File: config.mk
export PLATFORM = sky130hd
export DESIGN_NAME = bus_unlock_seq
export DESIGN_NICKNAME = d
export VERILOG_FILES = /design/src/rtl/bus_unlock_pkg.sv /design/src/rtl/bus_unlock_idle_timer.sv /design/src/rtl/bus_unlock_frame_tx.sv /design/src/rtl/bus_unlock_seq.sv
export SDC_FILE = /design/constraint.sdc
export NUM_CORES = 1
export LEC_CHECK = 0
export ABC_AREA = 1
export BUFFER_PORTS_ARGS = -buffer_cell sky130_fd_sc_hd__buf_4
export CORE_AREA = 5 5 65 67
export DETAILED_ROUTE_END_ITERATION = 8
export DIE_AREA = 0 0 70 72
export HOLD_SLACK_MARGIN = 0.05
export PLACE_DENSITY = 0.73
export SYNTH_ARGS = -nofsm -noshare
export SYNTH_HDL_FRONTEND = slang
export SYNTH_SLANG_ARGS = --single-unit
File: constraint.sdc
create_clock -name clk -period 1.3 [get_ports clk]
set_clock_uncertainty 0.05 [all_clocks]
set_input_delay 0 -clock clk [delete_from_list [all_inputs] [get_ports clk]]
set_output_delay 0 -clock clk [all_outputs]
set_load 0.005 [all_outputs]
File: src/rtl/bus_unlock_pkg.sv
package bus_unlock_pkg;

  typedef enum logic [2:0] {
    S_IDLE  = 3'd0,
    S_CLEAR = 3'd1,
    S_WAIT  = 3'd2,
    S_RESET = 3'd3,
    S_SEND  = 3'd4,
    S_DONE  = 3'd5
  } seq_st_t;

  typedef enum logic [1:0] {
    CMD_NONE  = 2'b00,
    CMD_START = 2'b01,
    CMD_BYTE  = 2'b10,
    CMD_STOP  = 2'b11
  } tx_cmd_e;

  localparam int unsigned FRAME_STEPS = 3;

  // step 0 -> Start, 1 -> Byte, 2 -> Stop
  function automatic tx_cmd_e cmd_for_step(input logic [1:0] step);
    return tx_cmd_e'(step + 2'd1);
  endfunction

  function automatic logic is_last_step(input logic [1:0] step);
    return step == 2'(FRAME_STEPS - 1);
  endfunction

  function automatic logic carries_data(input logic [1:0] step);
    return cmd_for_step(step) == CMD_BYTE;
  endfunction

  // effective window length: at least two cycles
  function automatic int unsigned window_len(input int unsigned t);
    return (t < 2) ? 2 : t;
  endfunction

endpackage

File: src/rtl/bus_unlock_idle_timer.sv
module bus_unlock_idle_timer #(
  parameter int unsigned TIMEOUT = 1000
) (
  input  logic clk,
  input  logic rst_n,
  input  logic run,
  output logic expire
);
  import bus_unlock_pkg::*;

  localparam int unsigned EFF  = window_len(TIMEOUT);
  localparam int unsigned CW   = $clog2(EFF);
  localparam logic [CW-1:0] LAST = CW'(EFF - 1);

  logic [CW-1:0] cnt;

  always_ff @(posedge clk or negedge rst_n) begin
    if (!rst_n) begin
      cnt <= '0;
    end else if (!run) begin
      cnt <= '0;
    end else if (cnt != LAST) begin
      cnt <= cnt + CW'(1);
    end
  end

  assign expire = run && (cnt == LAST);

  AST_CNT_BOUND: assert property (@(posedge clk) disable iff (!rst_n)
    cnt <= LAST);
  AST_EXPIRE_NEEDS_RUN: assert property (@(posedge clk) disable iff (!rst_n)
    expire |-> $past(run));

endmodule

File: src/rtl/bus_unlock_frame_tx.sv
module bus_unlock_frame_tx #(
  parameter int unsigned BYTE_W = 8
) (
  input  logic              clk,
  input  logic              rst_n,
  input  logic              launch,
  input  logic [BYTE_W-1:0] addr,
  input  logic              tx_done,
  output logic              tx_req,
  output logic [1:0]        tx_cmd,
  output logic [BYTE_W-1:0] tx_data,
  output logic              fin
);
  import bus_unlock_pkg::*;

  logic              active_q;
  logic [1:0]        step_q;
  logic              req_q;
  tx_cmd_e           cmd_q;
  logic [BYTE_W-1:0] data_q;
  logic [1:0]        step_nx;
  logic              ev_step_done;

  assign ev_step_done = active_q && tx_done;
  assign step_nx      = step_q + 2'd1;

  always_ff @(posedge clk or negedge rst_n) begin
    if (!rst_n) begin
      active_q <= 1'b0;
      step_q   <= '0;
      req_q    <= 1'b0;
      cmd_q    <= CMD_NONE;
      data_q   <= '0;
    end else begin
      req_q <= 1'b0;
      if (!active_q) begin
        if (launch) begin
          active_q <= 1'b1;
          step_q   <= '0;
          req_q    <= 1'b1;
          cmd_q    <= cmd_for_step(2'd0);
          data_q   <= '0;
        end
      end else if (ev_step_done) begin
        if (is_last_step(step_q)) begin
          active_q <= 1'b0;
        end else begin
          step_q <= step_nx;
          req_q  <= 1'b1;
          cmd_q  <= cmd_for_step(step_nx);
          data_q <= carries_data(step_nx) ? addr : '0;
        end
      end
    end
  end

  assign fin     = ev_step_done && is_last_step(step_q);
  assign tx_req  = req_q;
  assign tx_cmd  = cmd_q;
  assign tx_data = data_q;

  AST_REQ_SINGLE: assert property (@(posedge clk) disable iff (!rst_n)
    req_q |=> !req_q);
  AST_FIN_AFTER_STOP: assert property (@(posedge clk) disable iff (!rst_n)
    fin |-> (cmd_q == CMD_STOP));
  AST_BYTE_AFTER_START: assert property (@(posedge clk) disable iff (!rst_n)
    (req_q && cmd_q == CMD_BYTE) |-> $past(cmd_q) == CMD_START);

endmodule

File: src/rtl/bus_unlock_seq.sv
module bus_unlock_seq #(
  parameter int unsigned TIMEOUT = 1000,
  parameter int unsigned BYTE_W  = 8
) (
  input  logic              clk,
  input  logic              rst_n,
  input  logic              go,
  input  logic [BYTE_W-1:0] addr_byte,
  input  logic              bus_busy,
  input  logic              tx_done,
  output logic              clr_err,
  output logic              clr_busy,
  output logic              eng_rst,
  output logic              tx_req,
  output logic [1:0]        tx_cmd,
  output logic [BYTE_W-1:0] tx_data,
  output logic              done,
  output logic              ok
);
  import bus_unlock_pkg::*;

  seq_st_t           st_q, st_d;
  logic              ok_q, ok_d;
  logic [BYTE_W-1:0] addr_q;

  // named internal events
  logic ev_accept;
  logic ev_abort;
  logic ev_expire;
  logic ev_sent;
  logic in_window;
  logic launch;

  assign in_window = (st_q == S_WAIT);
  assign ev_accept = (st_q == S_IDLE) && go;
  assign ev_abort  = in_window && bus_busy;
  assign launch    = (st_q == S_RESET);

  bus_unlock_idle_timer #(.TIMEOUT(TIMEOUT)) u_timer (
    .clk    (clk),
    .rst_n  (rst_n),
    .run    (in_window),
    .expire (ev_expire)
  );

  bus_unlock_frame_tx #(.BYTE_W(BYTE_W)) u_frame (
    .clk     (clk),
    .rst_n   (rst_n),
    .launch  (launch),
    .addr    (addr_q),
    .tx_done (tx_done),
    .tx_req  (tx_req),
    .tx_cmd  (tx_cmd),
    .tx_data (tx_data),
    .fin     (ev_sent)
  );

  always_comb begin
    st_d = st_q;
    ok_d = ok_q;
    unique case (st_q)
      S_IDLE:  if (ev_accept) st_d = S_CLEAR;
      S_CLEAR: st_d = S_WAIT;
      S_WAIT: begin
        if (ev_abort) begin
          st_d = S_DONE;
          ok_d = 1'b0;
        end else if (ev_expire) begin
          st_d = S_RESET;
        end
      end
      S_RESET: st_d = S_SEND;
      S_SEND: begin
        if (ev_sent) begin
          st_d = S_DONE;
          ok_d = 1'b1;
        end
      end
      S_DONE:  st_d = S_IDLE;
      default: st_d = S_IDLE;
    endcase
  end

  always_ff @(posedge clk or negedge rst_n) begin
    if (!rst_n) begin
      st_q   <= S_IDLE;
      ok_q   <= 1'b0;
      addr_q <= '0;
    end else begin
      st_q <= st_d;
      ok_q <= ok_d;
      if (ev_accept) addr_q <= addr_byte;
    end
  end

  assign clr_err  = (st_q == S_CLEAR);
  assign clr_busy = (st_q == S_CLEAR);
  assign eng_rst  = (st_q == S_RESET);
  assign done     = (st_q == S_DONE);
  assign ok       = done && ok_q;

  AST_CLEAR_ONE_CYCLE: assert property (@(posedge clk) disable iff (!rst_n)
    clr_err |=> !clr_err && !clr_busy);
  AST_ACCEPT_CLEARS: assert property (@(posedge clk) disable iff (!rst_n)
    ev_accept |=> clr_err && clr_busy);
  AST_EXPIRE_TO_RESET: assert property (@(posedge clk) disable iff (!rst_n)
    (ev_expire && !bus_busy) |=> eng_rst);
  AST_RESET_THEN_START: assert property (@(posedge clk) disable iff (!rst_n)
    eng_rst |=> !eng_rst && tx_req && tx_cmd == CMD_START);
  AST_NO_REQ_IN_WINDOW: assert property (@(posedge clk) disable iff (!rst_n)
    in_window |-> !tx_req);
  AST_ABORT_STATUS: assert property (@(posedge clk) disable iff (!rst_n)
    ev_abort |=> done && !ok && !eng_rst);
  AST_SENT_STATUS: assert property (@(posedge clk) disable iff (!rst_n)
    ev_sent |=> done && ok);
  AST_DONE_PULSE: assert property (@(posedge clk) disable iff (!rst_n)
    done |=> !done);
  AST_OK_WITH_DONE: assert property (@(posedge clk) disable iff (!rst_n)
    ok |-> done);

endmodule

# After elaboration in Yosys (flattened, before gate mapping)
# Index checks and enable logic that the tools add are counted.
word_totals:
  reg_bits: 36
  input_bits: 13
  word_cells: 69
  output_inout_bits: 16
op_classes:
  n_addsub: 3
  n_reduce_logical: 12
  muxes: 29
  eq_ne: 16
op_table:
  columns: ["op", "count"]
  rows:
  - ["8-bit two-way mux", 5]
  - ["10-bit two-way mux", 2]
  - ["2-bit two-way mux", 8]
  - ["3-bit one-hot mux with 5 select lines", 1]
  - ["3-bit two-way mux", 4]
  - ["10-bit by 1-bit adder with 10-bit output (second input constant)", 1]
  - ["10-bit == test (second input constant)", 1]
  - ["10-bit inequality test (second input constant)", 1]
  - ["2-bit inequality test (second input constant)", 5]
  - ["3-bit AND reduction", 3]
  - ["1-bit two-way mux", 8]
  - ["3-bit by 2-bit == test with 1-bit output (second input constant)", 2]
  - ["3-bit == test (second input constant)", 2]
  - ["1-bit logical AND", 6]
  - ["2-bit by 1-bit adder with 2-bit output (second input constant)", 2]
  - ["2-bit == test (second input constant)", 2]
  - ["2-bit nonzero test", 2]
  - ["3-bit by 1-bit == test with 1-bit output (second input constant)", 1]
  - ["3-bit zero test", 1]
  - ["3-bit inequality test (second input constant)", 1]
  - ["2-bit by 1-bit inequality test with 1-bit output (second input constant)", 1]
  - ["1-bit one-hot mux with 2 select lines", 1]

# Depth between registers and ports, before layout
logic_depth:
  ltp_word: 7
  mapped_depth: 8
  mapped_depth_nobuf: 7

# Hierarchy
# Synthesis repeated with hierarchy kept, for this count alone.
hier_totals:
  cells_unflattened: 254
  hier_area_um2: 1994.4
by_module_without_submodules:
  columns: ["mod", "cells_each", "n_inst", "area_each_um2", "seq_area_each_um2"]
  rows:
  - ["bus_unlock_frame_tx", 86, 1, 719.4, 350.3]
  - ["bus_unlock_seq", 76, 1, 641.9, 300.3]
  - ["bus_unlock_idle_timer", 92, 1, 633.1, 250.2]

# Worst setup path after synthesis
# Ideal clock, no wire load.
synth_timing:
  path_kind: "reg2reg"
  startpoint: "register u_frame.step_q[0]"
  endpoint: "register u_frame.cmd_q[0] (netlist: u_frame.tx_cmd[0])"
  slack_ns: -0.065
  path_buffers: 1
  arrival_ns: 1.192
  period_less_slack_ns: 1.365
  path_stages_with_launch: 7
  required_time_ns: 1.127
  cell_sequence: "dfrtp_1 > inv_1 > ha_1 > nand3b_1 > clkbuf_1 > nand3_1 > nand2_1"
synth_via:
  elab_chain_len: 5
synth_rtl:
  columns: ["item", "line_no", "text"]
  rows:
  - ["from (decl)", "bus_unlock_frame_tx.sv:17", "logic [1:0] step_q;"]
  - ["from (signal assigned)", "bus_unlock_frame_tx.sv:48", "step_q <= step_nx;"]
  - ["2-bit by 1-bit adder with 2-bit output", "bus_unlock_frame_tx.sv:25", "assign step_nx = step_q + 2'd1;"]
  - ["2-bit by 1-bit adder with 2-bit output", "bus_unlock_pkg.sv:23", "return tx_cmd_e'(step + 2'd1);"]
  - ["2-bit two-way mux", "bus_unlock_frame_tx.sv:45", "if (is_last_step(step_q)) begin"]
  - ["2-bit two-way mux", "bus_unlock_frame_tx.sv:44", "end else if (ev_step_done) begin"]
  - ["2-bit two-way mux", "bus_unlock_frame_tx.sv:36", "if (!active_q) begin"]
  - ["to (signal assigned)", "bus_unlock_frame_tx.sv:41", "cmd_q <= cmd_for_step(2'd0);"]
  - ["to (signal assigned)", "bus_unlock_frame_tx.sv:50", "cmd_q <= cmd_for_step(step_nx);"]
  - ["to (decl)", "bus_unlock_frame_tx.sv:19", "tx_cmd_e cmd_q;"]
# Several ways; a longest one is shown, not always the timed one. The select of a mux whose other input is x is not followed.
# A chain may end at the register's enable or synchronous reset.

# Worst setup path in the final report
layout_timing:
  startpoint: "register u_frame.step_q[0]"
  endpoint: "register u_frame.data_q[3] (netlist: u_frame.tx_data[3])"
layout_via:
  elab_chain_len: 7
layout_rtl:
  columns: ["item", "line_no", "text"]
  rows:
  - ["2-bit by 1-bit adder with 2-bit output", "bus_unlock_frame_tx.sv:25", null]
  - ["2-bit by 1-bit adder with 2-bit output", "bus_unlock_pkg.sv:23", null]
  - ["2-bit == test", "bus_unlock_pkg.sv:31", "return cmd_for_step(step) == CMD_BYTE;"]
  - ["8-bit two-way mux", "bus_unlock_frame_tx.sv:51", "data_q <= carries_data(step_nx) ? addr : '0;"]
  - ["8-bit two-way mux", "bus_unlock_frame_tx.sv:45", null]
  - ["8-bit two-way mux", "bus_unlock_frame_tx.sv:44", null]
  - ["8-bit two-way mux", "bus_unlock_frame_tx.sv:36", null]
  - ["to (signal assigned)", "bus_unlock_frame_tx.sv:51", null]
  - ["to (decl)", "bus_unlock_frame_tx.sv:20", "logic [BYTE_W-1:0] data_q;"]
# Several ways; a longest one is shown, not always the timed one. The select of a mux whose other input is x is not followed.

==> impl_metrics.xml <==
<?xml version="1.0" encoding="UTF-8"?>
<metrics>
  <group name="outcome">
    <metric name="run_status" unit="">finished with violations</metric>
    <metric name="failing_checks" unit="">setup timing</metric>
  </group>
  <group name="synthesis">
    <metric name="synthesis.instances" unit="">197</metric>
    <metric name="synth_warnings" unit="">0</metric>
    <metric name="sequential_element_share_of_the_synthesized_area" unit="">0.5282</metric>
    <metric name="synthDistinctLibCells" unit="">25</metric>
    <metric name="synth_enable_flop_cells" unit="">0</metric>
    <metric name="netlist_area" unit="µm²">1705</metric>
    <metric name="postSynthNetCount" unit="">213</metric>
    <metric name="synth-main-ff-cell" unit="">dfrtp_1</metric>
    <metric name="postSynthRegisterBits" unit="">36</metric>
    <metric name="average_cell_area_after_synthesis" unit="µm²">8.657</metric>
    <metric name="synth_async_sr_flop_share" unit="">1.000</metric>
  </group>
  <group name="floorplan">
    <metric name="floorplan.die.height" unit="µm">72</metric>
    <metric name="boundary_pin_count" unit="">29</metric>
    <metric name="die_w" unit="µm">70</metric>
    <metric name="start_util" unit="">0.4766</metric>
    <metric name="rows" unit="">22</metric>
    <metric name="die_area" unit="µm²">5040</metric>
    <metric name="core" unit="µm²">3578</metric>
  </group>
  <group name="timing">
    <metric name="slew_worst_pin" unit="ps">452.8</metric>
    <metric name="setup_violations" unit="">12</metric>
    <metric name="finalCritPeriodShare" unit="">1.038</metric>
    <metric name="report.final.slew_viol_count" unit="">0</metric>
    <metric name="time_the_final_worst_path_needs_with_i_o_delays_and_setup" unit="ps">1349</metric>
    <metric name="setup_slack" unit="ps">-49.44</metric>
    <metric name="report.final.hold_viol_count" unit="">0</metric>
    <metric name="slew_headroom" unit="">0.6981</metric>
    <metric name="whs" unit="ps">81.42</metric>
    <metric name="timing.setup.tns" unit="ps">-388.9</metric>
    <metric name="max_freq" unit="MHz">741.0</metric>
    <metric name="grt_setup_unrepaired" unit="">yes</metric>
  </group>
  <group name="cells_and_area">
    <metric name="design.final.nets" unit="">270</metric>
    <metric name="layoutNonFillerInstCount" unit="">303</metric>
    <metric name="final_common_cell" unit="">nand2_1</metric>
    <metric name="mostFrequentLayoutCells" unit="">nand2_1, buf_4, nand3_1, dfrtp_1, dlygate4sd3_1</metric>
    <metric name="area_growth" unit="%">36.98</metric>
    <metric name="fin_util" unit="">0.6528</metric>
    <metric name="n_fill_cell" unit="">310</metric>
    <metric name="post-route-cell-area" unit="µm²">2336</metric>
    <metric name="antennaDiodeCount" unit="">0</metric>
    <metric name="drive_above_1_share" unit="">0.3294</metric>
    <metric name="regArea" unit="µm²">902.1</metric>
    <metric name="multiInputGateArea" unit="µm²">798.3</metric>
  </group>
  <group name="route">
    <metric name="num_vias" unit="">1505</metric>
    <metric name="detail_route.wirelength.met1" unit="µm">1511</metric>
    <metric name="detail_route.vias_per_cell" unit="">4.967</metric>
    <metric name="ant_nets" unit="">0</metric>
    <metric name="routedWlPerCell" unit="µm">12.45</metric>
    <metric name="drt_wl_total" unit="µm">3773</metric>
    <metric name="remaining_drc_errors" unit="">0</metric>
    <metric name="wl_met2" unit="µm">1982</metric>
    <metric name="wl_met3" unit="µm">188</metric>
    <metric name="drt_iter0_markers" unit="">53</metric>
    <metric name="drt-pass1-iter-count" unit="">4</metric>
    <metric name="top_signal_layer_used" unit="">met4</metric>
  </group>
  <group name="critical_path">
    <metric name="crit_path_max_fanout" unit="">7</metric>
    <metric name="r2r_slack" unit="ps">-50</metric>
    <metric name="crit-reg2reg-capture" unit="">u_frame.tx_data[3]</metric>
    <metric name="worst-setup-path-type" unit="">reg -&gt; reg</metric>
    <metric name="cp-start-kind" unit="">flip-flop</metric>
    <metric name="arrival" unit="ps">1540</metric>
    <metric name="worstPathRequired" unit="ps">1500</metric>
    <metric name="timing.critical_path.to_type" unit="">flip-flop</metric>
    <metric name="worstReg2RegStart" unit="">u_frame.step_q[0]</metric>
    <metric name="timing.critical_path.from" unit="">u_frame.step_q[0]</metric>
    <metric name="r2r.worst_path.cells" unit="">6</metric>
  </group>
  <group name="global_route">
    <metric name="initial_antenna_violation_count" unit="">0</metric>
    <metric name="grt_pass1_wl" unit="µm">6196</metric>
    <metric name="global_route.usage.total" unit="">0.1571</metric>
    <metric name="global_route.overflow_total" unit="">0</metric>
    <metric name="first_global_vias" unit="">1410</metric>
    <metric name="maximum_number_of_pins_on_one_net_before_global_route_repair" unit="">37</metric>
  </group>
  <group name="power">
    <metric name="leakage" unit="nW">1.180</metric>
    <metric name="fin_total_pwr" unit="mW">4.202</metric>
    <metric name="powerDensity" unit="nW/µm²">1799</metric>
    <metric name="max-vdd-ir-drop" unit="mV">1.174</metric>
  </group>
  <group name="clock_tree">
    <metric name="tritoncts" unit="">yes</metric>
    <metric name="maximum_number_of_buffers_from_clock_root_to_sink" unit="">2</metric>
    <metric name="clock_pin_slew_on_the_worst_setup_and_hold_paths" unit="ps">110</metric>
    <metric name="ctsHtreeMaxLevel" unit="">2</metric>
    <metric name="clock_insertion_delay_worst_skew" unit="ps">350</metric>
    <metric name="tritoncts.num_buffers" unit="">5</metric>
    <metric name="clock-root-buffer" unit="">clkbuf_4</metric>
    <metric name="total_clock_sinks" unit="">36</metric>
  </group>
  <group name="flow_run">
    <metric name="cap_viol_max_count" unit="">0</metric>
  </group>
  <group name="place">
    <metric name="buffer_ports.inserted" unit="">28</metric>
    <metric name="placed_cells_incl_taps" unit="">278</metric>
    <metric name="dp_hpwl" unit="µm">2504</metric>
    <metric name="post-place-ws" unit="ps">-65.04</metric>
    <metric name="gp_congestion" unit="">0.7962</metric>
    <metric name="placed_area" unit="µm²">2018</metric>
  </group>
  <group name="hold_path">
    <metric name="worstHoldPathType" unit="">in -&gt; async</metric>
  </group>
</metrics>
-- how the worst max path moves through the flow --
stage,endpoint,slack (ps),cells after the start
finish,u_frame.tx_data[3],-50,6
global route,u_frame.tx_data[3],-160,5
CTS,u_frame.tx_data[5],-50,5
detailed placement,u_frame.tx_data[5],-70,6
global placement,u_frame.tx_data[7],-20,6
floorplan,u_frame.tx_cmd[0],20,6
-- state kept, by name, summed over array words and instances, names as in the netlist --
register,cells
addr_q,8
ok_q,1
st_q,3
u_frame.active_q,1
u_frame.step_q,2
u_frame.tx_cmd,2
u_frame.tx_data,8
u_frame.tx_req,1
u_timer.cnt,10
-- critical path: stages (launching register included) --
cell,delay [ps]
dfrtp_1,380
inv_2,60
ha_4,150
nand3b_1,250
buf_4,220
nand3_1,80
nand2_1,50
-- per-layer routing --
| metal | vias to the layer above | track usage |
|---|---|---|
| li1 | 761 | - |
| met1 | 698 | 0.1743 |
| met2 | 39 | 0.2781 |
| met3 | 7 | 0.04017 |
| met4 | 0 | 0.08298 |
| met5 | - | 0 |
-- layout make-up --
type,instances,share of cell area
multi-input combinational,140,0.3417
timing repair buffer,56,0.1960
clock inverter,2,0.004285
tap,48,0.02571
sequential,36,0.3862
inverter,15,0.02410
clock buffer,6,0.02196
-- kinds of logic (layout without fill, tap and decap cells) --
kind of cell,count (synthesis),after routing,synth area share
xor gates and xnor gates,1,1,0.005137
AOI/OAI and AO/OA,17,17,0.05356
buffers and inverters,21,79,0.05795
DFF,36,36,0.5282
and+or+nand+nor,119,119,0.3331
adders and majority gates,3,3,0.02201
-- cell usage after synthesis, drive strengths merged (2+ instances only) --
| cell type | number | share of area |
|---|---|---|
| a21oi | 4 | 0.012 |
| a31oi | 2 | 0.0073 |
| buf | 4 | 0.021 |
| clkbuf | 2 | 0.0044 |
| dfrtp | 36 | 0.53 |
| ha | 3 | 0.022 |
| inv | 15 | 0.033 |
| nand2 | 57 | 0.14 |
| nand3 | 38 | 0.11 |
| nand3b | 2 | 0.0088 |
| nor2 | 18 | 0.054 |
| nor3b | 2 | 0.0088 |
| o21ai | 10 | 0.029 |
-- timing repair --
action                                 in CTS  in global routing
hold buffers                               12                  0
pin swaps                                   2                  5
resized for setup                           7                 18
endpoints found under the hold margin      49                  0
setup buffers                               3                  2
setup endpoints to repair                  13                 25
-- power by group --
part | switching (mW) | internal [mW] | total, mW | leakage (nW)
clock network | 0.385 | 0.257 | 0.642 | 0.0380
registers | 0.211 | 1.44 | 1.65 | 0.473
logic | 1.03 | 0.880 | 1.91 | 0.669
Power figures use the tool's default switching activity.
